--- src/rtl/frz_pkg.sv ---
package frz_pkg;
  typedef enum logic [2:0] {
    ST_RUN,
    ST_FRZ_WAIT,
    ST_FROZEN,
    ST_REL_RST,
    ST_REL_FRZ
  } frz_state_e;

  localparam int unsigned NUM_REGS   = 4;
  localparam int unsigned IDX_STATUS = 0;
  localparam int unsigned IDX_CTRL   = 1;
  localparam int unsigned IDX_ILL    = 2;
  localparam int unsigned IDX_VER    = 3;

  // control bits; illegal-cause bits reuse freeze/unfreeze/reset order 0/1/2
  localparam int unsigned B_FRZ   = 0;
  localparam int unsigned B_RST   = 1;
  localparam int unsigned B_UNFRZ = 2;
  localparam int unsigned ILL_FRZ   = 0;
  localparam int unsigned ILL_UNFRZ = 1;
  localparam int unsigned ILL_RST   = 2;
  localparam int unsigned CAUSE_W   = 3;
endpackage

--- src/rtl/frz_csr_decode.sv ---
module frz_csr_decode #(
  parameter int unsigned ADDR_W = 4
) (
  input  logic [ADDR_W-1:0]           addr_i,
  input  logic                        we_i,
  output logic [frz_pkg::NUM_REGS-1:0] sel_o,
  output logic [frz_pkg::NUM_REGS-1:0] wsel_o
);
  localparam int unsigned IDX_W = ADDR_W - 2;

  logic [IDX_W-1:0] idx;
  assign idx = addr_i[ADDR_W-1:2];

  logic unused_lsb;
  assign unused_lsb = ^addr_i[1:0];

  for (genvar k = 0; k < frz_pkg::NUM_REGS; k++) begin : g_sel
    assign sel_o[k]  = (idx == IDX_W'(k));
    assign wsel_o[k] = we_i & sel_o[k];
  end
endmodule

--- src/rtl/frz_seq.sv ---
module frz_seq
  import frz_pkg::*;
(
  input  logic               clk_i,
  input  logic               rst_ni,
  input  logic               ctrl_we_i,
  input  logic               frz_req_i,
  input  logic               rst_req_i,
  input  logic               unfrz_req_i,
  input  logic               region_idle_i,
  output logic               freeze_o,
  output logic               region_rst_o,
  output logic               frz_done_o,
  output logic               unfrz_done_o,
  output logic [CAUSE_W-1:0] ill_set_o
);
  frz_state_e st_q, st_d;
  logic       rst_hold_q, rst_hold_d;
  logic       frozen;

  assign frozen       = (st_q == ST_FROZEN);
  assign frz_done_o   = (st_q == ST_FROZEN) || (st_q == ST_REL_RST) || (st_q == ST_REL_FRZ);
  assign unfrz_done_o = (st_q == ST_RUN);
  assign freeze_o     = (st_q == ST_FRZ_WAIT) || (st_q == ST_FROZEN) || (st_q == ST_REL_RST);
  assign region_rst_o = rst_hold_q;

  // neither flag set means a freeze is in flight: both directions are out of order
  always_comb begin
    ill_set_o            = '0;
    ill_set_o[ILL_FRZ]   = ctrl_we_i & frz_req_i   & ~frz_done_o & ~unfrz_done_o;
    ill_set_o[ILL_UNFRZ] = ctrl_we_i & unfrz_req_i & ~frz_done_o & ~unfrz_done_o;
    ill_set_o[ILL_RST]   = ctrl_we_i & rst_req_i   & ~frozen;
  end

  always_comb begin
    st_d       = st_q;
    rst_hold_d = 1'b0;
    unique case (st_q)
      ST_RUN:      if (ctrl_we_i && frz_req_i) st_d = ST_FRZ_WAIT;
      ST_FRZ_WAIT: if (region_idle_i) st_d = ST_FROZEN;
      ST_FROZEN: begin
        rst_hold_d = rst_hold_q;
        if (ctrl_we_i) begin
          if (unfrz_req_i) begin
            st_d       = ST_REL_RST;
            rst_hold_d = 1'b0;
          end else begin
            rst_hold_d = rst_req_i;
          end
        end
      end
      ST_REL_RST:  st_d = ST_REL_FRZ;
      ST_REL_FRZ:  st_d = ST_RUN;
      default:     st_d = ST_RUN;
    endcase
  end

  always_ff @(posedge clk_i or negedge rst_ni) begin
    if (!rst_ni) begin
      st_q       <= ST_RUN;
      rst_hold_q <= 1'b0;
    end else begin
      st_q       <= st_d;
      rst_hold_q <= rst_hold_d;
    end
  end
endmodule

--- src/rtl/frz_cause_reg.sv ---
module frz_cause_reg #(
  parameter int unsigned W = 3
) (
  input  logic         clk_i,
  input  logic         rst_ni,
  input  logic [W-1:0] set_i,
  input  logic         clr_i,
  output logic [W-1:0] mask_o
);
  for (genvar b = 0; b < W; b++) begin : g_bit
    always_ff @(posedge clk_i or negedge rst_ni) begin
      if (!rst_ni)        mask_o[b] <= 1'b0;
      else if (clr_i)     mask_o[b] <= 1'b0;
      else if (set_i[b])  mask_o[b] <= 1'b1;
    end
  end
endmodule

--- src/rtl/frz_bridge_ctl.sv ---
module frz_bridge_ctl
  import frz_pkg::*;
#(
  parameter int unsigned ADDR_W  = 4,
  parameter int unsigned DATA_W  = 32,
  parameter int unsigned VERSION = 2
) (
  input  logic              clk_i,
  input  logic              rst_ni,
  input  logic              we_i,
  input  logic              re_i,
  input  logic [ADDR_W-1:0] addr_i,
  input  logic [DATA_W-1:0] wdata_i,
  output logic [DATA_W-1:0] rdata_o,
  output logic              rvalid_o,
  input  logic              region_idle_i,
  output logic              freeze_o,
  output logic              region_rst_o
);
  localparam int unsigned CTRL_W = 3;

  logic [NUM_REGS-1:0] sel, wsel;
  logic [CTRL_W-1:0]   ctrl_q;
  logic [CAUSE_W-1:0]  ill_set, ill_mask;
  logic                frz_done, unfrz_done, ill_clr;
  logic [DATA_W-1:0]   rd_mux;
  logic                unused_wdata;

  assign unused_wdata = ^wdata_i[DATA_W-1:CTRL_W];

  frz_csr_decode #(.ADDR_W(ADDR_W)) u_dec (
    .addr_i (addr_i),
    .we_i   (we_i),
    .sel_o  (sel),
    .wsel_o (wsel)
  );

  frz_seq u_seq (
    .clk_i         (clk_i),
    .rst_ni        (rst_ni),
    .ctrl_we_i     (wsel[IDX_CTRL]),
    .frz_req_i     (wdata_i[B_FRZ]),
    .rst_req_i     (wdata_i[B_RST]),
    .unfrz_req_i   (wdata_i[B_UNFRZ]),
    .region_idle_i (region_idle_i),
    .freeze_o      (freeze_o),
    .region_rst_o  (region_rst_o),
    .frz_done_o    (frz_done),
    .unfrz_done_o  (unfrz_done),
    .ill_set_o     (ill_set)
  );

  assign ill_clr = wsel[IDX_ILL] & wdata_i[0];

  frz_cause_reg #(.W(CAUSE_W)) u_cause (
    .clk_i  (clk_i),
    .rst_ni (rst_ni),
    .set_i  (ill_set),
    .clr_i  (ill_clr),
    .mask_o (ill_mask)
  );

  always_ff @(posedge clk_i or negedge rst_ni) begin
    if (!rst_ni)              ctrl_q <= '0;
    else if (wsel[IDX_CTRL])  ctrl_q <= wdata_i[CTRL_W-1:0];
  end

  always_comb begin
    rd_mux = '0;
    if (sel[IDX_STATUS]) rd_mux = DATA_W'({unfrz_done, frz_done});
    if (sel[IDX_CTRL])   rd_mux = DATA_W'(ctrl_q);
    if (sel[IDX_ILL])    rd_mux = DATA_W'(ill_mask);
    if (sel[IDX_VER])    rd_mux = DATA_W'(VERSION);
  end

  always_ff @(posedge clk_i or negedge rst_ni) begin
    if (!rst_ni) begin
      rdata_o  <= '0;
      rvalid_o <= 1'b0;
    end else begin
      rvalid_o <= re_i;
      if (re_i) rdata_o <= rd_mux;
    end
  end
endmodule

--- config.mk ---
export PLATFORM = sky130hd
export DESIGN_NAME = frz_bridge_ctl
export DESIGN_NICKNAME = d
export VERILOG_FILES = /design/src/rtl/frz_pkg.sv /design/src/rtl/frz_csr_decode.sv /design/src/rtl/frz_seq.sv /design/src/rtl/frz_cause_reg.sv /design/src/rtl/frz_bridge_ctl.sv
export SDC_FILE = /design/constraint.sdc
export NUM_CORES = 1
export LEC_CHECK = 0
export BUFFER_PORTS_ARGS = -buffer_cell sky130_fd_sc_hd__buf_4
export CAP_MARGIN = 40
export CORE_ASPECT_RATIO = 1.1
export CORE_MARGIN = 1.5
export CORE_UTILIZATION = 41
export CTS_CLUSTER_SIZE = 20
export DETAILED_ROUTE_END_ITERATION = 10
export HOLD_SLACK_MARGIN = 0.03
export PLACE_DENSITY = 0.85
export SYNTH_ARGS = -nofsm -noshare
export SYNTH_HDL_FRONTEND = slang
export SYNTH_SLANG_ARGS = --single-unit
--- constraint.sdc ---
create_clock -name clk_i -period 2.55 [get_ports clk_i]
set_input_delay 0.1275 -clock clk_i [delete_from_list [all_inputs] [get_ports clk_i]]
set_output_delay 0.1275 -clock clk_i [all_outputs]
set_load 0.01 [all_outputs]
==> results of run 1 <==
## metrics by stage
stage	power (uW)	std cells
after floorplan	464	120
after global placement	476	131
after detailed placement	484	131
after CTS	608	136
after global routing	645	136
final	604	136
## kinds of logic (layout without fill, tap and decap cells)
logic type             Yosys count  count (layout)  share of synthesized area [%]
AO/OA/AOI/OAI                   16              16                           10.7
other                            1              29                          0.413
AND/OR/NAND/NOR                 25              25                           16.4
flip-flops                      14              14                           38.6
multiplexers                     4               4                           6.61
buffers and inverters           32              20                           27.3
## final cells by class
cell class,count,area share (%)
well taps,28,3.66
flip-flops and latches,14,36.6
repair buffers,17,13.9
clock buffers,3,2.36
multi-input cells,74,43.5
## synthesized netlist by cell type
library cell,n,share of area (%)
nor3b_1,3,2.5
or2b_1,1,0.83
a21oi_1,4,2.2
nor2b_1,2,1.4
nand2_1,2,0.83
a41oi_1,2,1.9
and2_1,1,0.69
dfrtp_1,14,39
and2b_1,1,0.83
or3b_1,1,0.96
buf_4,30,25
mux2_4,4,6.6
nor2_1,8,3.3
nand2b_1,1,0.69
o21ai_1,1,0.55
o21ai_0,3,1.7
and3b_1,1,0.96
a31oi_1,4,2.8
conb_1,1,0.41
buf_6,2,2.5
nand3b_1,3,2.5
nand4b_1,1,0.96
a22oi_1,2,1.7
## path summary, 6_finish.rpt
check,slack (ps),end,start,cells past startpoint
max,1250,freeze_o,u_seq.st_q[1],3
min reg2reg,520,u_cause.mask_o[1],u_cause.mask_o[1],2
min,80,u_cause.mask_o[0],addr_i[3],2
min in group asynchronous,220,ctrl_q[0],rst_ni,2
max in group asynchronous,2160,rdata_o[1],rst_ni,2
max reg2reg,1310,u_cause.mask_o[0],u_seq.st_q[1],3
## per-layer routing
metal	GRT usage, %	wire length [um]	vias to the layer above
met5	0	0	-
met4	6.76	34	0
met3	3.10	134	5
met2	22.7	774	33
met1	14.0	565	284
li1	-	-	290
## power breakdown
part / leakage (uW) / internal, uW / switching, uW / total, uW
clock network: 0.0000138 / 54.9 / 67.5 / 122
logic: 0.000283 / 92.6 / 90.1 / 183
registers: 0.000172 / 260 / 38.2 / 298
## state kept, by name, summed over array words and instances, names as in the netlist
register / count
u_seq.st_q: 3
rdata_o: 3
u_cause.mask_o: 3
u_seq.region_rst_o: 1
rvalid_o: 1
ctrl_q: 3
## cell usage in the layout, fill, tap and decap left out
cell type	instances
a22oi_1	2
buf_4	15
nor3b_1	3
nand2_1	2
nor2_1	8
and2b_1	1
or3b_1	1
o21ai_1	1
and3b_1	1
a41oi_1	2
nand4b_1	1
dlygate4sd3_1	2
dfrtp_1	14
conb_1	29
nor2b_1	2
nand2b_1	1
a31oi_1	4
nand3b_1	3
clkbuf_4	3
and2_1	1
o21ai_0	3
a21oi_1	4
or2b_1	1
mux2_4	4
## worst max-delay path: cells and delay by family, from the launching register on
family | cells | cell delay [ps]
buffers and inverters | 1 | 140
AND/OR/NAND/NOR | 2 | 280
flip-flops | 1 | 460
==> impl_metrics.yaml, run 1 <==
layout:
  drive_gt1_share_pct: 20.4
  multiInputGateArea_um2: 415
  fin_util_pct: 46.8
  area_growth_pct: 5.23
  diodes: 0
  regArea_um2: 350
  fillers: 209
  fin_area_um2: 956
  layout.nets: 151
timing:
  rsz0062_at_grt: "false"
  layout_setup_ws_ps: 1250
  period_needed_ps: 1300
  finalCritPeriodShare_pct: 51.1
  setup-violations-final: 0
  fin_skew_ps: 3.38
  fmax_ghz: 0.767
  hold_slack_ps: 75.9
  hold_viol: 0
  finalMaxSlewViolations: 0
  fin_setup_tns_ps: 0
synth:
  synth_area_um2: 908
  synthCells: 92
  ys_seq_area_share_pct: 38.6
  synth_cell_type_count: 23
  yosysWarnings: 0
  synth.avg_cell_area_um2: 9.87
  yosys_register_bits: 14
placed_design:
  dpl.hpwl_um: 1180
  pre_cts_slack_ps: 1310
  place_area_um2: 913
  portBuffers: 15
  place.gp.congestion: 0.835
clock_network:
  cts_buffer_depth: 2
  cts_num_sinks: 14
  cts-root-buf: "clkbuf_4"
  post-cts-setup-buffers: 0
  clkLatencyLatePin_ps: 280
  hold_buffers: 2
  clkTransAtPathRegs_ps: 70
  cts_tree: "done"
  ctsResizeCount: 0
  htreeDepth: 1
  cts_inserted_buffers: 3
global_routing:
  grt_pass1_vias: 530
  antenna_found_initial: 0
  grt_start_max_net_pins: 15
  grt_first_pass_wirelength_um: 2260
  grt_usage_pct: 13.1
  grt_overflow: 0
routing:
  wl_per_cell_um: 11.1
  vias: 612
  drt-vias-per-instance: 4.50
  postRouteAntennaNets: 0
  drc: 0
  drt_first_pass_iters: 4
  drt_iter0_drc: 8
  routed_wl_um: 1510
floorplanning:
  dieArea_um2: 2510
  fp.dieW_um: 47.9
  core_area_um2: 2040
  num_io_pins: 76
  initial_core_util_pct: 44.5
  rows: 17
  die-height_um: 52.4
setup_path:
  crit_chain: "nor2_1, nor2_1, buf_4"
  path_max_fanout: 9
  path_common_cell: "nor2_1"
  cp-end-kind: "primary output"
  cpMaxStageDelayCell: "dfrtp_1"
  worstPathRequired_ps: 2420
  worstSetupPathType: "reg -> out"
  critPathLaunchType: "flop"
  cpPeakStageDelay_ps: 460
  cp.arrival_ps: 1180
power_and_ir_drop:
  leakage_uw: 0.000469
  max-vdd-ir-drop_mv: 0.231
  power_density_nw_per_um2: 631
flow_run:
  drv_cap: 0
worst_hold_path:
  min_path_type: "in -> reg"
run_status:
  status: "finished clean"
Power figures use the tool's default switching activity.
==> run 2, diff against run 1 <==
--- a/config.mk
+++ b/config.mk
@@ -9,11 +9,11 @@
 export CAP_MARGIN = 40
 export CORE_ASPECT_RATIO = 1.1
 export CORE_MARGIN = 1.5
-export CORE_UTILIZATION = 41
+export CORE_UTILIZATION = 34
 export CTS_CLUSTER_SIZE = 20
 export DETAILED_ROUTE_END_ITERATION = 10
 export HOLD_SLACK_MARGIN = 0.03
-export PLACE_DENSITY = 0.85
+export PLACE_DENSITY = 0.75
 export SYNTH_ARGS = -nofsm -noshare
 export SYNTH_HDL_FRONTEND = slang
 export SYNTH_SLANG_ARGS = --single-unit
==> constraint.sdc (replaced) <==
create_clock -name clk_i -period 1 [get_ports clk_i]
set_input_delay 0.05 -clock clk_i [delete_from_list [all_inputs] [get_ports clk_i]]
set_output_delay 0.05 -clock clk_i [all_outputs]
set_load 0.01 [all_outputs]
==> run 2 against run 1 <==
Effect of this change: the run now ends with negative setup slack left; critical path depth is 1 higher; global-route usage is 0.89 points lower; clock power grew to 3.4 times the previous value; critical endpoint is now u_cause.mask_o[2]; largest cell class unchanged; largest power group is now combinational logic.
==> impl_metrics.yaml, run 2 (synthesis results as in run 1) <==
run_status:
  status: "finished, violations left"
  violations: "negative setup slack"
setup_path:
  critPathLaunch: "u_seq.st_q[0]"
  cp-endpoint: "u_cause.mask_o[2]"
  regToRegStartpoint: "u_seq.st_q[0]"
  worstPathRequired_ps: 1170
  cpPeakStageDelay_ps: 400
  cp.arrival_ps: 1430
  critPathLaunchType: "flop"
  worst-r2r-setup-slack_ps: -270
  cp-end-kind: "flop"
  r2r_cells: 4
  cpMaxStageDelayCell: "dfrtp_1"
  path_max_fanout: 2
  crit_chain: "buf_4, or3b_4, a31oi_4, nor2_1"
  path_depth: 4
  timing.rr.end: "u_cause.mask_o[2]"
  critPathTopFamily: "simple AND/OR/NAND/NOR gates"
  worstSetupPathType: "reg -> reg"
  path_buf_inv: 1
routing:
  vias: 674
  wl_per_cell_um: 12.2
  drt_first_pass_iters: 2
  postRouteAntennaNets: 0
  drt-vias-per-instance: 4.43
  drc: 0
  drt_iter0_drc: 4
  routed_wl_um: 1860
floorplanning:
  die-height_um: 57.2
  dieArea_um2: 2990
  initial_core_util_pct: 36.0
  fp.dieW_um: 52.3
  num_io_pins: 76
  rows: 19
  core_area_um2: 2520
timing:
  fmax_ghz: 0.790
  period_needed_ps: 1270
  fin_skew_ps: 5.83
  rsz0062_at_grt: "true"
  hold_viol: 0
  finalCritPeriodShare_pct: 127
  hold_slack_ps: 35.3
  setup-violations-final: 9
  layout_setup_ws_ps: -265
  finalMaxSlewViolations: 0
layout:
  area_growth_pct: 29.2
  regArea_um2: 352
  diodes: 0
  fin_util_pct: 46.6
  fillers: 258
  layout.nets: 163
  final_cell_mix: "29 x conb_1, 20 x buf_4, 13 x dfrtp_1"
  multiInputGateArea_um2: 500
  drive_gt1_share_pct: 37.2
  final_common_cell: "conb_1"
power_and_ir_drop:
  internal_power_uw: 1350
  p_switching_uw: 662
  pwr-share-comb_pct: 40.6
  power_density_nw_per_um2: 1710
  max-vdd-ir-drop_mv: 0.728
  leakage_uw: 0.000557
  seq_power_share_pct: 38.7
  p_clk_share_pct: 20.7
  totalPowerFinal_uw: 2010
  p_sw_share_pct: 32.9
global_routing:
  grt_usage_pct: 12.2
  grt_pass1_vias: 637
  grt_start_max_net_pins: 15
  grt_first_pass_wirelength_um: 2730
  grt_overflow: 0
  antenna_found_initial: 0
placed_design:
  place.gp.congestion: 0.770
  dpl.hpwl_um: 1210
  portBuffers: 15
clock_network:
  cts_num_sinks: 14
  cts_buffer_depth: 2
  clkLatencyLatePin_ps: 290
  cts_tree: "done"
  cts-root-buf: "clkbuf_4"
  cts_inserted_buffers: 3
  htreeDepth: 1
  clkTransAtPathRegs_ps: 90
worst_hold_path:
  min_path_type: "in -> reg"
flow_run:
  drv_cap: 0
-- run 2: cell count changes in the layout (fill, tap and decap cells not counted), moves of 2 or more --
cell / previous run / this run
a31oi_4: 0 / 2
buf_6: 0 / 5
nor2_1: 8 / 6
a31oi_1: 4 / 2
nor3b_1: 3 / 1
dlygate4sd3_1: 2 / 4
nor2_4: 0 / 2
a41oi_2: 0 / 2
buf_4: 15 / 20
a41oi_1: 2 / 0
-- run 2: how the worst min path moves through the flow --
stage / endpoint / depth (start not counted) / from
after global routing: ctrl_q[0] / 2 / wdata_i[0]
after floorplan: ctrl_q[0] / 0 / rst_ni
final: ctrl_q[0] / 2 / wdata_i[0]
after CTS: ctrl_q[0] / 2 / wdata_i[0]
after global placement: rdata_o[1] / 1 / rst_ni
after detailed placement: rvalid_o / 1 / rst_ni
-- run 2: cell type report --
cell class              instances  area share (%)
multi-input cells              74            42.6
flip-flops and latches         14            30.0
clock buffers                   4            3.09
repair buffers                 29            21.0
well taps                      31            3.30
-- run 2: repair_timing --
item | in CTS | in global routing
hold endpoints to repair | 19 | 0
endpoints found under the setup margin | 8 | 8
pin swaps | 7 | 6
hold buffers | 4 | 0
resized for setup | 7 | 13
setup buffers | 2 | 2
-- run 2: per-layer routing --
| layer | part of all wire [%] | track usage [%] |
|---|---|---|
| met5 | 0 | 0 |
| met1 | 39 | 14.8 |
| met3 | 6.9 | 2.36 |
| met2 | 53 | 20.5 |
| met4 | 1.3 | 5.49 |
-- run 2: power groups by stage --
stage | logic, uW | clock network [uW] | registers [uW]
after CTS | 617 | 420 | 765
after global placement | 541 | 0 | 753
final | 817 | 417 | 778
after detailed placement | 548 | 0 | 759
after floorplan | 448 | 0 | 737
after global routing | 886 | 445 | 793
-- run 2: per-stage QoR --
step / instances / setup TNS (ps) / worst slack (ps) / cell area, um^2
2_1_floorplan: 120 / -310 / -106 / 1020
4_1_cts: 150 / -1300 / -237 / 1090
5_1_grt: 152 / -1950 / -311 / 1170
6_report: 152 / -1380 / -265 / 1170
3_5_place_dp: 140 / -891 / -157 / 970
3_3_place_gp: 140 / -657 / -125 / 970
-- run 2: worst register-to-register path, stage by stage (launching register included) --
cell and delay (ps):
dfrtp_1 400, buf_4 140, or3b_4 390, a31oi_4 170, nor2_1 50
==> run 3, diff against run 2 <==
--- a/config.mk
+++ b/config.mk
@@ -14,6 +14,7 @@
 export DETAILED_ROUTE_END_ITERATION = 10
 export HOLD_SLACK_MARGIN = 0.03
 export PLACE_DENSITY = 0.75
+export REMOVE_ABC_BUFFERS = 1
 export SYNTH_ARGS = -nofsm -noshare
 export SYNTH_HDL_FRONTEND = slang
 export SYNTH_SLANG_ARGS = --single-unit
==> run 3 against run 2 <==
Effect of this change: critical path type is now reg -> out; core utilization fell by 2.7 points; the run still ends with negative setup slack left; largest cell class unchanged; critical endpoint is now freeze_o; power fell by 8.6%; critical path depth did not move; worst setup slack improved by 71 ps; register-to-register slack improved by 90 ps; highest routed layer unchanged.
==> impl_metrics.yaml, run 3 (synthesis results as in run 1) <==
layout:
  fin_cells: 151
  fillers: 265
  area_growth_pct: 21.6
  diodes: 0
  drive_gt1_share_pct: 35.8
  fin_util_pct: 43.8
  layout.nets: 163
  final_cell_mix: "29 x conb_1, 23 x buf_4, 12 x dfrtp_1"
  final_common_cell: "conb_1"
global_routing:
  antenna_found_initial: 0
  grt_start_max_net_pins: 15
  grt_usage_pct: 12.3
  grt_first_pass_wirelength_um: 2720
  grt_overflow: 0
  grt_pass1_vias: 590
floorplanning:
  num_io_pins: 76
  die-height_um: 57.2
  rows: 19
  core_area_um2: 2520
  dieArea_um2: 2990
  initial_core_util_pct: 36.0
  fp.dieW_um: 52.3
routing:
  drc: 0
  wl_per_cell_um: 11.9
  drt-vias-per-instance: 4.40
  drt_first_pass_iters: 4
  vias: 665
  drt_iter0_drc: 12
  postRouteAntennaNets: 0
  routed_wl_um: 1800
placed_design:
  dp_cells: 142
  pre_cts_slack_ps: -190
  portBuffers: 15
  place.gp.congestion: 0.806
  dpl.hpwl_um: 1300
power_and_ir_drop:
  p_clk_share_pct: 17.1
  p_switching_uw: 603
  power_density_nw_per_um2: 1660
  p_sw_share_pct: 32.8
  max-vdd-ir-drop_mv: 0.919
  internal_power_uw: 1240
  leakage_uw: 0.000536
  totalPowerFinal_uw: 1840
  pwr-share-comb_pct: 40.9
  seq_power_share_pct: 42.0
worst_hold_path:
  min_path_type: "in -> reg"
timing:
  hold_slack_ps: 42.3
  finalMaxSlewViolations: 0
  fmax_ghz: 0.837
  fin_skew_ps: 0.791
  setup-violations-final: 9
  rsz0062_at_grt: "true"
  finalCritPeriodShare_pct: 119
  hold_viol: 0
  period_needed_ps: 1190
  layout_setup_ws_ps: -194
clock_network:
  cts_tree: "done"
  cts_buffer_depth: 2
  clkLatencyLatePin_ps: 270
  htreeDepth: 1
  cts_num_sinks: 14
  clkTransAtPathRegs_ps: 80
  cts_inserted_buffers: 3
  cts-root-buf: "clkbuf_4"
run_status:
  violations: "negative setup slack"
  status: "finished, violations left"
setup_path:
  cp.arrival_ps: 1140
  worstSetupPathType: "reg -> out"
  path_max_fanout: 5
  worstPathRequired_ps: 950
  cp-end-kind: "primary output"
  critPathLaunchType: "flop"
flow_run:
  drv_cap: 0
[run 3: cell count changes in the layout (fill, tap and decap cells not counted), moves of 2 or more]
| cell | previous run | this run |
|---|---|---|
| a31oi_1 | 2 | 4 |
| buf_6 | 5 | 3 |
| a31oi_4 | 2 | 0 |
| buf_4 | 20 | 23 |
[run 3: critical path: stages (launching register included)]
cell and delay (ps):
dfrtp_2 460, nor2_4 150, buf_6 110, nor2_2 20, buf_4 130
[run 3: cell type report]
type | instances | area, um^2 | share of cell area (%)
Multi-Input combinational cell | 74 | 454 | 41.1
Sequential cell | 14 | 353 | 31.9
Timing Repair Buffer | 29 | 236 | 21.4
Tap cell | 31 | 38.8 | 3.51
Clock buffer | 3 | 22.5 | 2.04
[run 3: worst paths after layout]
kind	from	to	slack, ps	depth (start not counted)
setup / recovery	u_seq.st_q[0]	freeze_o	-190	4
hold / removal	wdata_i[2]	ctrl_q[2]	40	2
setup reg to reg	u_seq.st_q[0]	rdata_o[1]	-180	5
hold reg to reg	u_cause.mask_o[2]	u_cause.mask_o[2]	520	2
max in group asynchronous	rst_ni	u_seq.st_q[0]	660	2
min in group asynchronous	rst_ni	rdata_o[2]	160	2
[run 3: stage by stage]
stage | instance area (um^2) | TNS, ps
detailed placement | 977 | -985
CTS | 1080 | -934
floorplan | 766 | -322
finish | 1100 | -1090
global route | 1100 | -1440
global placement | 977 | -560
[run 3: power by group through the flow]
stage	Clock (uW)	Combinational [uW]	Sequential, uW
floorplan	0	289	759
global placement	0	537	752
detailed placement	0	563	763
CTS	318	683	771
global route	347	815	784
finish	314	751	773
[run 3: routing by layer]
layer	vias to the layer above	routed length, um	global-route usage, %
li1	315	-	-
met1	312	744	16.3
met2	36	909	19.6
met3	2	131	2.36
met4	0	13	4.40
met5	-	0	0
[run 3: repair_timing]
item / CTS / global route
setup buffers: 2 / 1
hold endpoints to repair: 18 / 0
endpoints found under the setup margin: 9 / 10
hold buffers: 3 / 0
pin swaps: 6 / 4
gates resized for setup: 11 / 4
